### src/rtl/sad_pkg.sv
package sad_pkg;
  typedef enum logic [3:0] {
    ST_IDLE,
    ST_REQ_A,
    ST_WAIT_A,
    ST_REQ_B,
    ST_WAIT_B,
    ST_SUB,
    ST_ABS,
    ST_ACC,
    ST_DONE
  } sad_state_e;
endpackage

### src/rtl/sad_addr_gen.sv
module sad_addr_gen #(
  parameter int LEN    = 64,
  parameter int BASE_A = 0,
  parameter int BASE_B = 64,
  parameter int ADDR_W = 32
) (
  input  logic              clk,
  input  logic              rst_n,
  input  logic              clr_i,
  input  logic              step_i,
  input  logic              sel_b_i,
  output logic [ADDR_W-1:0] addr_o,
  output logic              last_o
);
  localparam int IDX_W = (LEN > 1) ? $clog2(LEN) : 1;

  logic [IDX_W-1:0] idx_q;

  always_ff @(posedge clk) begin
    if (!rst_n)      idx_q <= '0;
    else if (clr_i)  idx_q <= '0;
    else if (step_i) idx_q <= idx_q + 1'b1;
  end

  assign last_o = (idx_q == IDX_W'(LEN - 1));
  assign addr_o = (sel_b_i ? ADDR_W'(BASE_B) : ADDR_W'(BASE_A)) + ADDR_W'(idx_q);
endmodule

### src/rtl/sad_ctrl.sv
module sad_ctrl
  import sad_pkg::*;
(
  input  logic clk,
  input  logic rst_n,
  input  logic start_i,
  input  logic ack_i,
  input  logic last_i,
  output logic rd_en_o,
  output logic sel_b_o,
  output logic clr_o,
  output logic cap_a_o,
  output logic cap_b_o,
  output logic do_sub_o,
  output logic do_abs_o,
  output logic do_acc_o,
  output logic done_o,
  output logic err_o,
  output logic waiting_o,
  output logic idle_o
);
  sad_state_e st_q, st_d;
  logic       err_q;

  always_comb begin
    st_d = st_q;
    unique case (st_q)
      ST_IDLE:   if (start_i) st_d = ST_REQ_A;
      ST_REQ_A:  st_d = ST_WAIT_A;
      ST_WAIT_A: st_d = ack_i ? ST_REQ_B : ST_DONE;
      ST_REQ_B:  st_d = ST_WAIT_B;
      ST_WAIT_B: st_d = ack_i ? ST_SUB : ST_DONE;
      ST_SUB:    st_d = ST_ABS;
      ST_ABS:    st_d = ST_ACC;
      ST_ACC:    st_d = last_i ? ST_DONE : ST_REQ_A;
      ST_DONE:   st_d = ST_IDLE;
      default:   st_d = ST_IDLE;
    endcase
  end

  assign waiting_o = (st_q == ST_WAIT_A) || (st_q == ST_WAIT_B);
  assign idle_o    = (st_q == ST_IDLE);

  always_ff @(posedge clk) begin
    if (!rst_n) begin
      st_q  <= ST_IDLE;
      err_q <= 1'b0;
    end else begin
      st_q <= st_d;
      if (idle_o && start_i)       err_q <= 1'b0;
      else if (waiting_o && !ack_i) err_q <= 1'b1;
    end
  end

  assign rd_en_o  = (st_q == ST_REQ_A) || (st_q == ST_WAIT_A) ||
                    (st_q == ST_REQ_B) || (st_q == ST_WAIT_B);
  assign sel_b_o  = (st_q == ST_REQ_B) || (st_q == ST_WAIT_B);
  assign clr_o    = idle_o && start_i;
  assign cap_a_o  = (st_q == ST_WAIT_A) && ack_i;
  assign cap_b_o  = (st_q == ST_WAIT_B) && ack_i;
  assign do_sub_o = (st_q == ST_SUB);
  assign do_abs_o = (st_q == ST_ABS);
  assign do_acc_o = (st_q == ST_ACC);
  assign done_o   = (st_q == ST_DONE);
  assign err_o    = done_o && err_q;
endmodule

### src/rtl/sad_datapath.sv
module sad_datapath #(
  parameter int DATA_W = 32
) (
  input  logic              clk,
  input  logic              rst_n,
  input  logic              clr_i,
  input  logic              cap_a_i,
  input  logic              cap_b_i,
  input  logic              do_sub_i,
  input  logic              do_abs_i,
  input  logic              do_acc_i,
  input  logic [DATA_W-1:0] data_i,
  output logic [DATA_W-1:0] acc_o
);
  localparam int DIFF_W = DATA_W + 1;

  logic [DATA_W-1:0]        a_q, b_q, acc_q;
  logic signed [DIFF_W-1:0] diff_q;

  always_ff @(posedge clk) begin
    if (!rst_n) begin
      a_q    <= '0;
      b_q    <= '0;
      diff_q <= '0;
      acc_q  <= '0;
    end else begin
      if (cap_a_i) a_q <= data_i;
      if (cap_b_i) b_q <= data_i;
      if (do_sub_i)
        diff_q <= $signed({1'b0, a_q}) - $signed({1'b0, b_q});
      else if (do_abs_i && diff_q[DIFF_W-1])
        diff_q <= -diff_q;
      if (clr_i)         acc_q <= '0;
      else if (do_acc_i) acc_q <= acc_q + diff_q[DATA_W-1:0];
    end
  end

  assign acc_o = acc_q;
endmodule

### src/rtl/sad_engine.sv
module sad_engine #(
  parameter int LEN    = 64,
  parameter int BASE_A = 0,
  parameter int BASE_B = 64,
  parameter int DATA_W = 32,
  parameter int ADDR_W = 32
) (
  input  logic              clk,
  input  logic              rst_n,
  input  logic              start_i,
  output logic              done_o,
  output logic              err_o,
  output logic [DATA_W-1:0] result_o,
  output logic              rd_en_o,
  output logic [ADDR_W-1:0] rd_addr_o,
  input  logic [DATA_W-1:0] rd_data_i,
  input  logic              rd_ack_i
);
  logic sel_b, clr, last, cap_a, cap_b, do_sub, do_abs, do_acc;
  logic waiting, idle;

  sad_ctrl u_ctrl (
    .clk(clk), .rst_n(rst_n), .start_i(start_i), .ack_i(rd_ack_i),
    .last_i(last), .rd_en_o(rd_en_o), .sel_b_o(sel_b), .clr_o(clr),
    .cap_a_o(cap_a), .cap_b_o(cap_b), .do_sub_o(do_sub),
    .do_abs_o(do_abs), .do_acc_o(do_acc), .done_o(done_o),
    .err_o(err_o), .waiting_o(waiting), .idle_o(idle)
  );

  sad_addr_gen #(
    .LEN(LEN), .BASE_A(BASE_A), .BASE_B(BASE_B), .ADDR_W(ADDR_W)
  ) u_addr (
    .clk(clk), .rst_n(rst_n), .clr_i(clr), .step_i(do_acc),
    .sel_b_i(sel_b), .addr_o(rd_addr_o), .last_o(last)
  );

  sad_datapath #(.DATA_W(DATA_W)) u_dp (
    .clk(clk), .rst_n(rst_n), .clr_i(clr), .cap_a_i(cap_a),
    .cap_b_i(cap_b), .do_sub_i(do_sub), .do_abs_i(do_abs),
    .do_acc_i(do_acc), .data_i(rd_data_i), .acc_o(result_o)
  );
endmodule

### config.mk
export PLATFORM = sky130hd
export DESIGN_NAME = sad_engine
export DESIGN_NICKNAME = d
export VERILOG_FILES = /design/src/rtl/sad_pkg.sv /design/src/rtl/sad_addr_gen.sv /design/src/rtl/sad_ctrl.sv /design/src/rtl/sad_datapath.sv /design/src/rtl/sad_engine.sv
export SDC_FILE = /design/constraint.sdc
export NUM_CORES = 1
export LEC_CHECK = 0
export CAP_MARGIN = 20
export CORE_UTILIZATION = 63
export DETAILED_ROUTE_END_ITERATION = 7
export DONT_BUFFER_PORTS = 1
export GPL_TIMING_DRIVEN = 0
export PLACE_DENSITY = 0.79
export SETUP_SLACK_MARGIN = 0.5
export SLEW_MARGIN = 20
export SYNTH_ARGS = -nofsm -noshare
export SYNTH_HDL_FRONTEND = slang
export SYNTH_SLANG_ARGS = --single-unit
### constraint.sdc
create_clock -name clk -period 4.1 [get_ports clk]
set_input_delay 0 -clock clk [delete_from_list [all_inputs] [get_ports clk]]
set_output_delay 0 -clock clk [all_outputs]
set_load 0.005 [all_outputs]
==> flow_metrics.tcl <==
set metrics [dict create \
    status "finished, final reports clean" \
    first_global_vias 7924 \
    dpl.hpwl_um 17830 \
    synth_commonest_cells "232 x nand2_1, 163 x a21oi_1, 140 x dfxtp_1" \
    setup_viol 0 \
    insertedDiodeCount 0 \
    critical_path.cell_chain "ha_1, fa_1, a21oi_1, o21ai_2, a2111oi_2, o21ai_1, a21boi_1, a211oi_1, o2111ai_1, mux2_2, o22ai_1" \
    cts_resized 0 \
    postSynthRegisterBits 140 \
    crit_required_ns 4.45 \
    drv_cap 0 \
    share_of_final_layout_standard_cells_stronger_than_drive_strength_1 0.06980 \
    combinationalPowerShare 0.125 \
    cts_made_buffers 17 \
    top_cells_by_area_in_the_synthesized_netlist "dfxtp_1 30%, nand2_1 9.5%, a21oi_1 8.9%" \
    clockPowerShare 0.474 \
    maxClockFrequency_mhz 292.4 \
    clock_tree_from_tritoncts "yes" \
    clock-root-buffer "clkbuf_16" \
    ir_worst_vdd_v 0.0002900 \
    relSlewSlack 0.4195 \
    detailroute.via_count 8796 \
    cp_delay_by_family_top "compound AO/OA/AOI/OAI gates" \
    final_net_count 1408 \
    synthDominantAreaCellType "dfxtp_1" \
    clk_latency_ns 0.43 \
    drt-pass1-iter-count 5 \
    synth.most_common_cell "nand2_1" \
    power_frac_seq 0.401 \
    count_of_flip_flops_with_a_built_in_enable_after_synthesis 0 \
    worstSetupPathType "flip-flop to flip-flop" \
    number_of_antenna_violations_at_the_first_check_in_global_routing 0 \
    worstSetupStartpointType "flip-flop" \
    drt.antenna.violating_nets 0 \
    io_buf_count 0 \
    std_cell_core_area_um2 14100 \
    starting_density_of_the_core 0.6536 \
    clk_transition_reported_paths_ns 0.07 \
    fin_skew_ns 0.009077 \
    power.switching_fraction 0.2677 \
    die_w_um 122.9 \
    worst-slew-pin-transition_ns 0.8667 \
    drt_first_iter_violations 581 \
    post_synth_num_cell_types 77 \
    netlist.area_leader.share 0.3042 \
    synth-warning-count 0 \
    pwr_cell_area_nw_per_um2 327.5 \
    post-layout-total-power_mw 3.436 \
    die-area_um2 15110 \
    crit_path_max_incr_delay_ns 0.47 \
    grt_start_max_net_pins 17 \
    synth_area_per_cell_um2 7.509 \
    global_route.overflow_total 0 \
    final_hold_viol_count 0 \
    cpMaxStageDelayCell "a2111oi_2" \
    netlist_area_um2 9214 \
    synth_seq_area_share 0.3042 \
    syn-instance-count 1227 \
    htree_num_levels 4 \
    critical_path_data_arrival_time_ns 3.77 \
    power.switching_mw 0.9198 \
    worstPathMaxFanout 6 \
    area.growth.synth_to_final_pct 13.88 \
    finalCriticalPeriod_ns 3.420 \
    worst_hold_path_type "primary input to flip-flop" \
    async_set_or_reset_flop_fraction_in_the_synthesized_netlist 0 \
    finalMaxSlewViolations 0 \
    drt_wl_total_um 24020 \
    leakagePower_nw 4.300 \
    global_route.usage.total 0.3227 \
    unrepaired_setup_endpoints_after_global_routing "no" \
    detail_route.wl_per_cell_um 16.03 \
    tns_ns 0 \
    vias_per_cell 5.872 \
    finalWeightedCongestion 0.9468 \
    worst_setup_path_end_kind "flip-flop" \
    maximum_root_to_sink_buffer_count 2 \
    power_report.internal_total_mw 2.516 \
    timing.final.crit_share 0.8342 \
    die_y_um 122.9 \
    clock_sink_count 140 \
    floorplan.rows 43 \
    ys.flop_type "dfxtp_1" \
    num_io_pins 103 \
    timing.critical_path.buf_inv 0 \
    post-route-drc-count 0 \
    grt_first_pass_wirelength_um 37930 \
]
==> power by group through the flow <==
stage	logic, mW	clock network [mW]	registers [mW]
4_1_cts	0.423	1.62	1.38
3_5_place_dp	0.388	0	1.41
3_3_place_gp	0.383	0	1.41
6_report	0.429	1.63	1.38
2_1_floorplan	0.305	0	1.41
5_1_grt	0.470	1.70	1.38
==> cells by family (layout without fill, tap and decap cells) <==
| logic type | Yosys count | in the layout | share of synthesized area |
|---|---|---|---|
| buffers and inverters | 135 | 202 | 0.06803 |
| other | 1 | 25 | 0.0004070 |
| xor gates and xnor gates | 80 | 80 | 0.07605 |
| DFF | 140 | 140 | 0.3042 |
| adders and majority gates | 67 | 67 | 0.09261 |
| and+or+nand+nor | 447 | 447 | 0.2189 |
| AOI/OAI and AO/OA | 353 | 353 | 0.2352 |
| muxes | 4 | 4 | 0.004617 |
==> metal layers <==
layer | wire (um) | vias up | track usage
met1 | 10650 | 4043 | 0.3977
met4 | 629 | 0 | 0.1387
met2 | 11470 | 286 | 0.5544
li1 | - | 4418 | -
met3 | 1269 | 49 | 0.05258
met5 | 0 | - | 0
==> what timing repair did <==
item                      4_1_cts  5_1_grt
hold endpoints to repair       82        0
setup buffers                   0        0
hold buffers                   35        0
==> placed cells by master, fill, tap and decap left out, types with 35 or more instances in the layout <==
| cell | instances |
|---|---|
| nand2_1 | 232 |
| a21oi_1 | 163 |
| dfxtp_1 | 140 |
| nor2_1 | 78 |
| ha_1 | 65 |
| clkbuf_1 | 55 |
| o21ai_0 | 55 |
| inv_1 | 46 |
| xnor2_1 | 42 |
| xor2_1 | 38 |
| dlygate4sd3_1 | 35 |
==> final timing paths <==
kind / startpoint / to / slack, ns / depth (start not counted)
setup / recovery: u_dp.diff_q[0]$_SDFFE_PN0P_ / u_dp.acc_o[30]$_SDFFE_PP0P_ / 0.68 / 11
hold / removal: rd_ack_i / u_dp.b_q[0]$_SDFFE_PN0P_ / 0.03 / 3
hold reg to reg: u_dp.b_q[12]$_SDFFE_PN0P_ / u_dp.b_q[12]$_SDFFE_PN0P_ / 0.46 / 2
setup reg to reg: u_dp.diff_q[0]$_SDFFE_PN0P_ / u_dp.acc_o[30]$_SDFFE_PP0P_ / 0.68 / 11
==> worst min-delay path, delay by kind of cell <==
kind               cells  cell delay (ns)
AOI/OAI and AO/OA      1             0.12
and+or+nand+nor        2             0.31
==> cell type report <==
cell class	instances	area (um^2)
inverters	47	176.4
clock inverters	15	187.7
repair buffers	35	350.3
multi-input cells	976	5874
well taps	180	225.2
flip-flops and latches	140	2803
fillers	1162	3603
clock buffers	17	425.4
plain buffers	88	450.4
==> sequential cells by signal, summed over array words and instances (netlist names) <==
signal and count:
u_ctrl.st_q 4, u_dp.acc_o 32, u_dp.b_q 32, u_addr.idx_q 6
u_dp.a_q 32, u_ctrl.err_q 1, u_dp.diff_q 33
==> stage by stage <==
| stage | instance area, um^2 | hold slack [ns] | utilization | instances | worst slack (ns) |
|---|---|---|---|---|---|
| after floorplan | 9304 | 0.1360 | - | 1251 | 1.262 |
| after global placement | 9529 | 0.1365 | 0.6760 | 1431 | 0.8059 |
| after detailed placement | 9529 | 0.1428 | 0.6760 | 1431 | 0.7680 |
| after CTS | 10490 | 0.009765 | 0.7444 | 1498 | 0.7321 |
| after global routing | 10490 | 0.05361 | 0.7444 | 1498 | 0.5272 |
| final | 10490 | 0.03468 | 0.7444 | 1498 | 0.6797 |
Power figures use the tool's default switching activity.
